===== config.mk =====
export PLATFORM = sky130hd
export DESIGN_NAME = intr_seq
export DESIGN_NICKNAME = d
export VERILOG_FILES = /design/src/rtl/intr_seq_pkg.sv /design/src/rtl/intr_seq_ctrl.sv /design/src/rtl/intr_seq_regs.sv /design/src/rtl/intr_seq_agu.sv /design/src/rtl/intr_seq.sv
export SDC_FILE = /design/constraint.sdc
export NUM_CORES = 1
export LEC_CHECK = 0
export BUFFER_PORTS_ARGS = -buffer_cell sky130_fd_sc_hd__buf_4
export CORE_UTILIZATION = 45
export DETAILED_ROUTE_END_ITERATION = 10
export PLACE_DENSITY = 0.8
export SLEW_MARGIN = 30
export SYNTH_ARGS = -nofsm -noshare
export SYNTH_HDL_FRONTEND = slang
export SYNTH_SLANG_ARGS = --single-unit

===== constraint.sdc =====
create_clock -name clk -period 3.6 [get_ports clk]
set_clock_uncertainty 0.05 [all_clocks]
set_input_delay 0.36 -clock clk [delete_from_list [all_inputs] [get_ports clk]]
set_output_delay 0.36 -clock clk [all_outputs]
set_load 0.03 [all_outputs]

===== src/rtl/intr_seq_pkg.sv =====
package intr_seq_pkg;

    typedef enum logic [3:0] {
        ST_IDLE,
        ST_HALT,
        ST_PSH_FL,
        ST_PSH_CS,
        ST_PSH_IP,
        ST_VEC_IP,
        ST_VEC_CS,
        ST_POP_IP,
        ST_POP_CS,
        ST_POP_FL
    } seq_state_e;

    typedef enum logic [2:0] {
        OP_SWI  = 3'd0,
        OP_BRK  = 3'd1,
        OP_OVT  = 3'd2,
        OP_IRET = 3'd3,
        OP_SETI = 3'd4,
        OP_CLRI = 3'd5,
        OP_HALT = 3'd6,
        OP_WRFL = 3'd7
    } seq_op_e;

    localparam int FL_TRAP  = 8;
    localparam int FL_IEN   = 9;
    localparam int FL_OVF   = 11;
    localparam int BRK_TYPE = 3;
    localparam int OVT_TYPE = 4;

    function automatic logic is_push(seq_state_e s);
        return (s == ST_PSH_FL) || (s == ST_PSH_CS) || (s == ST_PSH_IP);
    endfunction

    function automatic logic is_pop(seq_state_e s);
        return (s == ST_POP_IP) || (s == ST_POP_CS) || (s == ST_POP_FL);
    endfunction

    function automatic logic is_mem(seq_state_e s);
        return is_push(s) || is_pop(s) || (s == ST_VEC_IP) || (s == ST_VEC_CS);
    endfunction

endpackage


===== src/rtl/intr_seq_ctrl.sv =====
module intr_seq_ctrl
    import intr_seq_pkg::*;
(
    input  logic       clk,
    input  logic       rst_n,
    input  logic       cmd_valid,
    input  seq_op_e    cmd_op,
    input  logic       ovf_flag,
    input  logic       ien_flag,
    input  logic       intr_req,
    input  logic       mem_ready,
    output seq_state_e state,
    output logic       cmd_ready,
    output logic       cmd_fire,
    output logic       intr_take,
    output logic       mem_req,
    output logic       mem_we,
    output logic       xfer_done
);

    seq_state_e state_nx;

    // state register
    always_ff @(posedge clk) begin
        if (!rst_n) state <= ST_IDLE;
        else        state <= state_nx;
    end

    // next state
    always_comb begin
        state_nx = state;
        unique case (state)
            ST_IDLE: begin
                if (cmd_fire) begin
                    unique case (cmd_op)
                        OP_SWI, OP_BRK: state_nx = ST_PSH_FL;
                        OP_OVT:         state_nx = ovf_flag ? ST_PSH_FL : ST_IDLE;
                        OP_IRET:        state_nx = ST_POP_IP;
                        OP_HALT:        state_nx = ST_HALT;
                        default:        state_nx = ST_IDLE;
                    endcase
                end else if (intr_take) begin
                    state_nx = ST_PSH_FL;
                end
            end
            ST_HALT:   if (intr_take) state_nx = ST_PSH_FL;
            ST_PSH_FL: if (mem_ready) state_nx = ST_PSH_CS;
            ST_PSH_CS: if (mem_ready) state_nx = ST_PSH_IP;
            ST_PSH_IP: if (mem_ready) state_nx = ST_VEC_IP;
            ST_VEC_IP: if (mem_ready) state_nx = ST_VEC_CS;
            ST_VEC_CS: if (mem_ready) state_nx = ST_IDLE;
            ST_POP_IP: if (mem_ready) state_nx = ST_POP_CS;
            ST_POP_CS: if (mem_ready) state_nx = ST_POP_FL;
            ST_POP_FL: if (mem_ready) state_nx = ST_IDLE;
            default:   state_nx = ST_IDLE;
        endcase
    end

    // outputs
    always_comb begin
        cmd_ready = (state == ST_IDLE);
        cmd_fire  = cmd_valid && cmd_ready;
        mem_req   = is_mem(state);
        mem_we    = is_push(state);
        xfer_done = mem_req && mem_ready;
        unique case (state)
            ST_IDLE: intr_take = intr_req && ien_flag && !cmd_valid;
            ST_HALT: intr_take = intr_req && ien_flag;
            default: intr_take = 1'b0;
        endcase
    end

endmodule


===== src/rtl/intr_seq_regs.sv =====
module intr_seq_regs
    import intr_seq_pkg::*;
#(
    parameter int              WORD_W      = 16,
    parameter int              TYPE_W      = 8,
    parameter logic [WORD_W-1:0] RESET_FLAGS = 16'h0002,
    parameter logic [WORD_W-1:0] RESET_CS    = 16'hF000,
    parameter logic [WORD_W-1:0] RESET_IP    = 16'hFFF0,
    parameter logic [WORD_W-1:0] RESET_SP    = 16'h0100
) (
    input  logic              clk,
    input  logic              rst_n,
    input  seq_state_e        state,
    input  logic              cmd_fire,
    input  seq_op_e           cmd_op,
    input  logic [TYPE_W-1:0] cmd_type,
    input  logic [WORD_W-1:0] cmd_ip,
    input  logic [WORD_W-1:0] cmd_data,
    input  logic              intr_take,
    input  logic [TYPE_W-1:0] intr_type,
    input  logic              xfer_done,
    input  logic [WORD_W-1:0] mem_rdata,
    output logic [WORD_W-1:0] flags,
    output logic [WORD_W-1:0] cs,
    output logic [WORD_W-1:0] ip,
    output logic [WORD_W-1:0] sp,
    output logic [TYPE_W-1:0] vtype
);

    localparam logic [WORD_W-1:0] STEP = WORD_W'(2);

    always_ff @(posedge clk) begin
        if (!rst_n) begin
            flags <= RESET_FLAGS;
            cs    <= RESET_CS;
            ip    <= RESET_IP;
            sp    <= RESET_SP;
            vtype <= '0;
        end else begin
            if (cmd_fire) begin
                ip <= cmd_ip;
                unique case (cmd_op)
                    OP_SWI:  vtype <= cmd_type;
                    OP_BRK:  vtype <= TYPE_W'(BRK_TYPE);
                    OP_OVT:  vtype <= TYPE_W'(OVT_TYPE);
                    OP_SETI: flags[FL_IEN] <= 1'b1;
                    OP_CLRI: flags[FL_IEN] <= 1'b0;
                    OP_WRFL: flags <= cmd_data;
                    default: ;
                endcase
            end else if (intr_take) begin
                vtype <= intr_type;
            end
            if (xfer_done) begin
                unique case (state)
                    ST_PSH_FL: begin
                        sp             <= sp - STEP;
                        flags[FL_TRAP] <= 1'b0;
                        flags[FL_IEN]  <= 1'b0;
                    end
                    ST_PSH_CS, ST_PSH_IP: sp <= sp - STEP;
                    ST_VEC_IP: ip <= mem_rdata;
                    ST_VEC_CS: cs <= mem_rdata;
                    ST_POP_IP: begin ip    <= mem_rdata; sp <= sp + STEP; end
                    ST_POP_CS: begin cs    <= mem_rdata; sp <= sp + STEP; end
                    ST_POP_FL: begin flags <= mem_rdata; sp <= sp + STEP; end
                    default: ;
                endcase
            end
        end
    end

endmodule


===== src/rtl/intr_seq_agu.sv =====
module intr_seq_agu
    import intr_seq_pkg::*;
#(
    parameter int ADDR_W = 20,
    parameter int WORD_W = 16,
    parameter int TYPE_W = 8
) (
    input  seq_state_e        state,
    input  logic [WORD_W-1:0] seg,
    input  logic [WORD_W-1:0] sp,
    input  logic [WORD_W-1:0] flags,
    input  logic [WORD_W-1:0] cs,
    input  logic [WORD_W-1:0] ip,
    input  logic [TYPE_W-1:0] vtype,
    output logic [ADDR_W-1:0] addr,
    output logic [WORD_W-1:0] wdata
);

    localparam int SEG_SHIFT = ADDR_W - WORD_W;
    localparam int VEC_PAD   = ADDR_W - TYPE_W - 2;

    logic [ADDR_W-1:0] seg_base;
    logic [ADDR_W-1:0] push_addr;
    logic [ADDR_W-1:0] pop_addr;
    logic [ADDR_W-1:0] vec_base;
    logic [WORD_W-1:0] sp_dn;

    always_comb begin
        sp_dn     = sp - WORD_W'(2);
        seg_base  = ADDR_W'(seg) << SEG_SHIFT;
        push_addr = seg_base + ADDR_W'(sp_dn);
        pop_addr  = seg_base + ADDR_W'(sp);
        vec_base  = {{VEC_PAD{1'b0}}, vtype, 2'b00};
    end

    always_comb begin
        addr  = '0;
        wdata = '0;
        unique case (state)
            ST_PSH_FL: begin addr = push_addr; wdata = flags; end
            ST_PSH_CS: begin addr = push_addr; wdata = cs;    end
            ST_PSH_IP: begin addr = push_addr; wdata = ip;    end
            ST_VEC_IP: addr = vec_base;
            ST_VEC_CS: addr = vec_base + ADDR_W'(2);
            ST_POP_IP, ST_POP_CS, ST_POP_FL: addr = pop_addr;
            default: ;
        endcase
    end

endmodule


===== src/rtl/intr_seq.sv =====
module intr_seq
    import intr_seq_pkg::*;
#(
    parameter int                ADDR_W      = 20,
    parameter int                WORD_W      = 16,
    parameter int                TYPE_W      = 8,
    parameter logic [WORD_W-1:0] RESET_FLAGS = 16'h0002,
    parameter logic [WORD_W-1:0] RESET_CS    = 16'hF000,
    parameter logic [WORD_W-1:0] RESET_IP    = 16'hFFF0,
    parameter logic [WORD_W-1:0] RESET_SP    = 16'h0100
) (
    input  logic              clk,
    input  logic              rst_n,
    input  logic              cmd_valid,
    input  logic [2:0]        cmd_op,
    input  logic [TYPE_W-1:0] cmd_type,
    input  logic [WORD_W-1:0] cmd_ip,
    input  logic [WORD_W-1:0] cmd_data,
    output logic              cmd_ready,
    input  logic              intr_req,
    input  logic [TYPE_W-1:0] intr_type,
    output logic              intr_ack,
    input  logic [WORD_W-1:0] stack_seg,
    output logic              mem_req,
    output logic              mem_we,
    output logic [ADDR_W-1:0] mem_addr,
    output logic [WORD_W-1:0] mem_wdata,
    input  logic [WORD_W-1:0] mem_rdata,
    input  logic              mem_ready,
    output logic [WORD_W-1:0] flags_o,
    output logic [WORD_W-1:0] cs_o,
    output logic [WORD_W-1:0] ip_o,
    output logic [WORD_W-1:0] sp_o
);

    seq_op_e           op;
    seq_state_e        state;
    logic              cmd_fire;
    logic              xfer_done;
    logic [TYPE_W-1:0] vtype;

    assign op = seq_op_e'(cmd_op);

    intr_seq_ctrl u_ctrl (
        .clk       (clk),
        .rst_n     (rst_n),
        .cmd_valid (cmd_valid),
        .cmd_op    (op),
        .ovf_flag  (flags_o[FL_OVF]),
        .ien_flag  (flags_o[FL_IEN]),
        .intr_req  (intr_req),
        .mem_ready (mem_ready),
        .state     (state),
        .cmd_ready (cmd_ready),
        .cmd_fire  (cmd_fire),
        .intr_take (intr_ack),
        .mem_req   (mem_req),
        .mem_we    (mem_we),
        .xfer_done (xfer_done)
    );

    intr_seq_regs #(
        .WORD_W      (WORD_W),
        .TYPE_W      (TYPE_W),
        .RESET_FLAGS (RESET_FLAGS),
        .RESET_CS    (RESET_CS),
        .RESET_IP    (RESET_IP),
        .RESET_SP    (RESET_SP)
    ) u_regs (
        .clk       (clk),
        .rst_n     (rst_n),
        .state     (state),
        .cmd_fire  (cmd_fire),
        .cmd_op    (op),
        .cmd_type  (cmd_type),
        .cmd_ip    (cmd_ip),
        .cmd_data  (cmd_data),
        .intr_take (intr_ack),
        .intr_type (intr_type),
        .xfer_done (xfer_done),
        .mem_rdata (mem_rdata),
        .flags     (flags_o),
        .cs        (cs_o),
        .ip        (ip_o),
        .sp        (sp_o),
        .vtype     (vtype)
    );

    intr_seq_agu #(
        .ADDR_W (ADDR_W),
        .WORD_W (WORD_W),
        .TYPE_W (TYPE_W)
    ) u_agu (
        .state (state),
        .seg   (stack_seg),
        .sp    (sp_o),
        .flags (flags_o),
        .cs    (cs_o),
        .ip    (ip_o),
        .vtype (vtype),
        .addr  (mem_addr),
        .wdata (mem_wdata)
    );

endmodule


==> impl_metrics.env <==
export IMPL_postSynth_asyncResetShare_pct=0
export IMPL_drt_pass1_iterations=8
export IMPL_ctsHtreeMaxLevel=3
export IMPL_fin_nets=951
export IMPL_setup_violations=7
export IMPL_fmax_ghz=0.262
export IMPL_buffer_ports_inserted=189
export IMPL_cts_hold_buffers_added=0
export IMPL_critPathMaxStageDelay_ns=0.55
export IMPL_cp_required_ns=3.19
export IMPL_leading_cell_type_in_the_layout_fill_and_taps_excluded="buf_4"
export IMPL_fp_dieW_um=109
export IMPL_status="finished with violations"
export IMPL_area_growth_pct=45.8
export IMPL_period_minus_slack_ns=3.82
export IMPL_worstSetupStartpointType="flip-flop"
export IMPL_clock_group_share_of_total_power_pct=15.9
export IMPL_die_area_mm2=0.0119
export IMPL_via_count_of_the_first_global_routing_pass=5524
export IMPL_hold_class="primary input to flip-flop"
export IMPL_worst_setup_path_end_kind="primary output"
export IMPL_final_hold_worst_slack_ns=0.210
export IMPL_sequential_cell_fraction_of_total_power_pct=18.3
export IMPL_final_layout_size_suffix_gt1_share_pct=37.0
export IMPL_drt_iter0_markers=533
export IMPL_max_slew_margin_rel_pct=48.1
export IMPL_avgViaCountPerCell=5.85
export IMPL_cp_cell_sequence="or3_4, or2_4, nor4_4, xnor2_2, ha_1, buf_4, a21o_1, a21oi_2, or4b_1, o41ai_2, a41oi_2, nand3_2, buf_6"
export IMPL_worstPathArrival_ns=3.41
export IMPL_violated_checks="setup timing"
export IMPL_net_switching_mw=2.94
export IMPL_setup_ws_ns=-0.216
export IMPL_sw_frac_of_total_pct=47.0
export IMPL_cts_path_max_buffers=2
export IMPL_wire_length_of_the_first_global_routing_pass_um=26900
export IMPL_synth_yosys_seq_area_share_pct=29.2
export IMPL_count_of_final_max_slew_check_failures=0
export IMPL_grt_max_degree=80
export IMPL_globalRoute_totalOverflow=0
export IMPL_grt_setup_unrepaired="yes"
export IMPL_root_buffer="clkbuf_16"
export IMPL_final_util_pct=68.3
export IMPL_antenna_left=0
export IMPL_intPower_mw=3.32
export IMPL_hold_viol=0
export IMPL_post_synth_instance_area_mm2=0.00514
export IMPL_die_height_um=109
export IMPL_ys_types=69
export IMPL_most_used_cells_in_the_layout_excluding_fill_and_tap_cells="buf_4 (229), nand2_1 (86), dfxtp_1 (71)"
export IMPL_ys_flop_type="dfxtp_1"
export IMPL_setup_worst_path_class="flip-flop to primary output"
export IMPL_track_usage_pct=28.7
export IMPL_critPathMaxFanout=4
export IMPL_vdd_ir_drop_max_uv=854
export IMPL_fillCellCount=835
export IMPL_tritoncts_num_buffers=9
export IMPL_fin_setup_tns_ns=-1.03
export IMPL_cellLeakagePower_nw=3.66
export IMPL_detailroute_via_count=5806
export IMPL_clk_pin_slew_ns=0.07
export IMPL_finalCritPeriodShare_pct=106
export IMPL_drv_cap=0
export IMPL_power_density_mw_per_mm2=835
export IMPL_yosys_warnings=0
export IMPL_post_synth_edffs=0
export IMPL_place_gp_congestion=0.909
export IMPL_drc=0
export IMPL_syn_instance_count=654
export IMPL_power_frac_comb_pct=65.9
export IMPL_routed_wl_um=17400
export IMPL_postSynthRegisterBits=75
export IMPL_tritoncts_clock_tree="done"
export IMPL_insertedDiodeCount=0
export IMPL_place_detailed_hpwl_um=12300
export IMPL_wl_per_cell_um=17.5
export IMPL_worst_slew_pin_transition_ns=0.776
export IMPL_grt_antenna_before_repair=0
export IMPL_mean_instance_size_in_the_synthesized_netlist_um2=7.86
export IMPL_design_core_area_mm2=0.0110
export IMPL_std_cell_rows=38
export IMPL_io_pins=192
export IMPL_insertion_delay_ns=0.33
export IMPL_initial_utilization_pct=46.8
export IMPL_critPathSlowestCell="or4b_1"
export IMPL_cts_sink_count=75
## registers in the layout, indices dropped and copies added (netlist names)
| register | flops |
|---|---|
| u_ctrl.state | 4 |
| u_regs.cs | 16 |
| u_regs.flags | 16 |
| u_regs.ip | 16 |
| u_regs.sp | 15 |
| u_regs.vtype | 8 |
## area by class of cell
| class | count | area (um^2) | area share [%] |
|---|---|---|---|
| clock buffers | 10 | 239 | 3.19 |
| clock inverters | 6 | 87.6 | 1.17 |
| multi-input cells | 500 | 3610 | 48.2 |
| repair buffers | 233 | 1760 | 23.5 |
| inverters | 28 | 110 | 1.47 |
| well taps | 140 | 175 | 2.34 |
| flip-flops and latches | 75 | 1510 | 20.2 |
## routing by layer
metal / track usage [%] / vias to the layer above / routed length [um]
li1: - / 2749 / -
met3: 7.35 / 34 / 1520
met5: 0 / - / 0
met1: 34.5 / 2735 / 7060
met4: 10.4 / 0 / 364
met2: 49.0 / 288 / 8470
## worst max-delay path, delay by kind of cell, from the launching register on
kind | cells | cell delay, ns
adders and majority gates | 1 | 0.31
and+or+nand+nor | 5 | 1.61
xor gates and xnor gates | 1 | 0.11
AOI/OAI and AO/OA | 4 | 0.47
buffers and inverters | 2 | 0.27
DFF | 1 | 0.31
## metrics by stage
stage | area, um^2 | power [mW] | cells | setup WS, ns
after floorplan | 5250 | 3.66 | 655 | -0.0109
after global placement | 6810 | 4.72 | 960 | 0.0862
after detailed placement | 6810 | 4.81 | 960 | -0.0178
after CTS | 7380 | 6.05 | 990 | -0.149
after global routing | 7500 | 6.61 | 992 | -0.335
final | 7500 | 6.26 | 992 | -0.216
## power groups by stage
stage | clock network (mW) | logic (mW) | registers (mW)
2_1_floorplan | 0 | 2.37 | 1.29
3_3_place_gp | 0 | 3.59 | 1.13
3_5_place_dp | 0 | 3.67 | 1.14
4_1_cts | 1.00 | 3.92 | 1.13
5_1_grt | 1.04 | 4.41 | 1.16
6_report | 0.993 | 4.13 | 1.15
## worst paths after layout
| kind | startpoint | end | slack [ns] | cells past startpoint |
|---|---|---|---|---|
| worst max-delay path | u_regs.sp[9] | mem_addr[17] | -0.22 | 13 |
| worst min-delay path | mem_rdata[12] | u_regs.cs[12] | 0.21 | 3 |
| worst min register to register | u_regs.vtype[6] | u_regs.vtype[6] | 0.46 | 1 |
| worst max register to register | u_ctrl.state[2] | u_regs.flags[1] | 0.77 | 7 |
## what timing repair did
action / 4_1_cts / 5_1_grt
resized for setup: 34 / 18
setup buffers: 14 / 2
pin swaps: 23 / 13
hold endpoints to repair: 0 / 0
setup endpoints to repair: 11 / 11
## cell usage after synthesis (9+ instances only)
master    number  area [um^2]
nand3_1       27          135
xor2_1        18          158
and2_1        10         62.6
xnor2_1       17          149
nor3_1         9         45.0
buf_2         10         50.1
ha_1          15          188
nor2b_1       18          113
o211a_1       13          130
nand2_1       87          327
mux2i_1       33          330
a21oi_1       44          220
dfxtp_1       75         1500
nor2_1        27          101
o21ai_0       47          235
inv_1         28          105
clkbuf_1      33          124
a222oi_1      16          160
## cell families (layout without fill, tap and decap cells)
group                    count (synthesis)  after routing  synth area share, %
AND/OR/NAND/NOR                        234            234                 23.8
AO/OA/AOI/OAI                          180            180                 23.9
buffers and inverters                   80            277                 6.67
flip-flops                              75             75                 29.2
XOR/XNOR                                35             35                 5.96
multiplexers                            33             33                 6.42
adder cells (fa/ha/maj)                 16             16                 4.04
other                                    1              2               0.0729
Power figures use the tool's default switching activity.
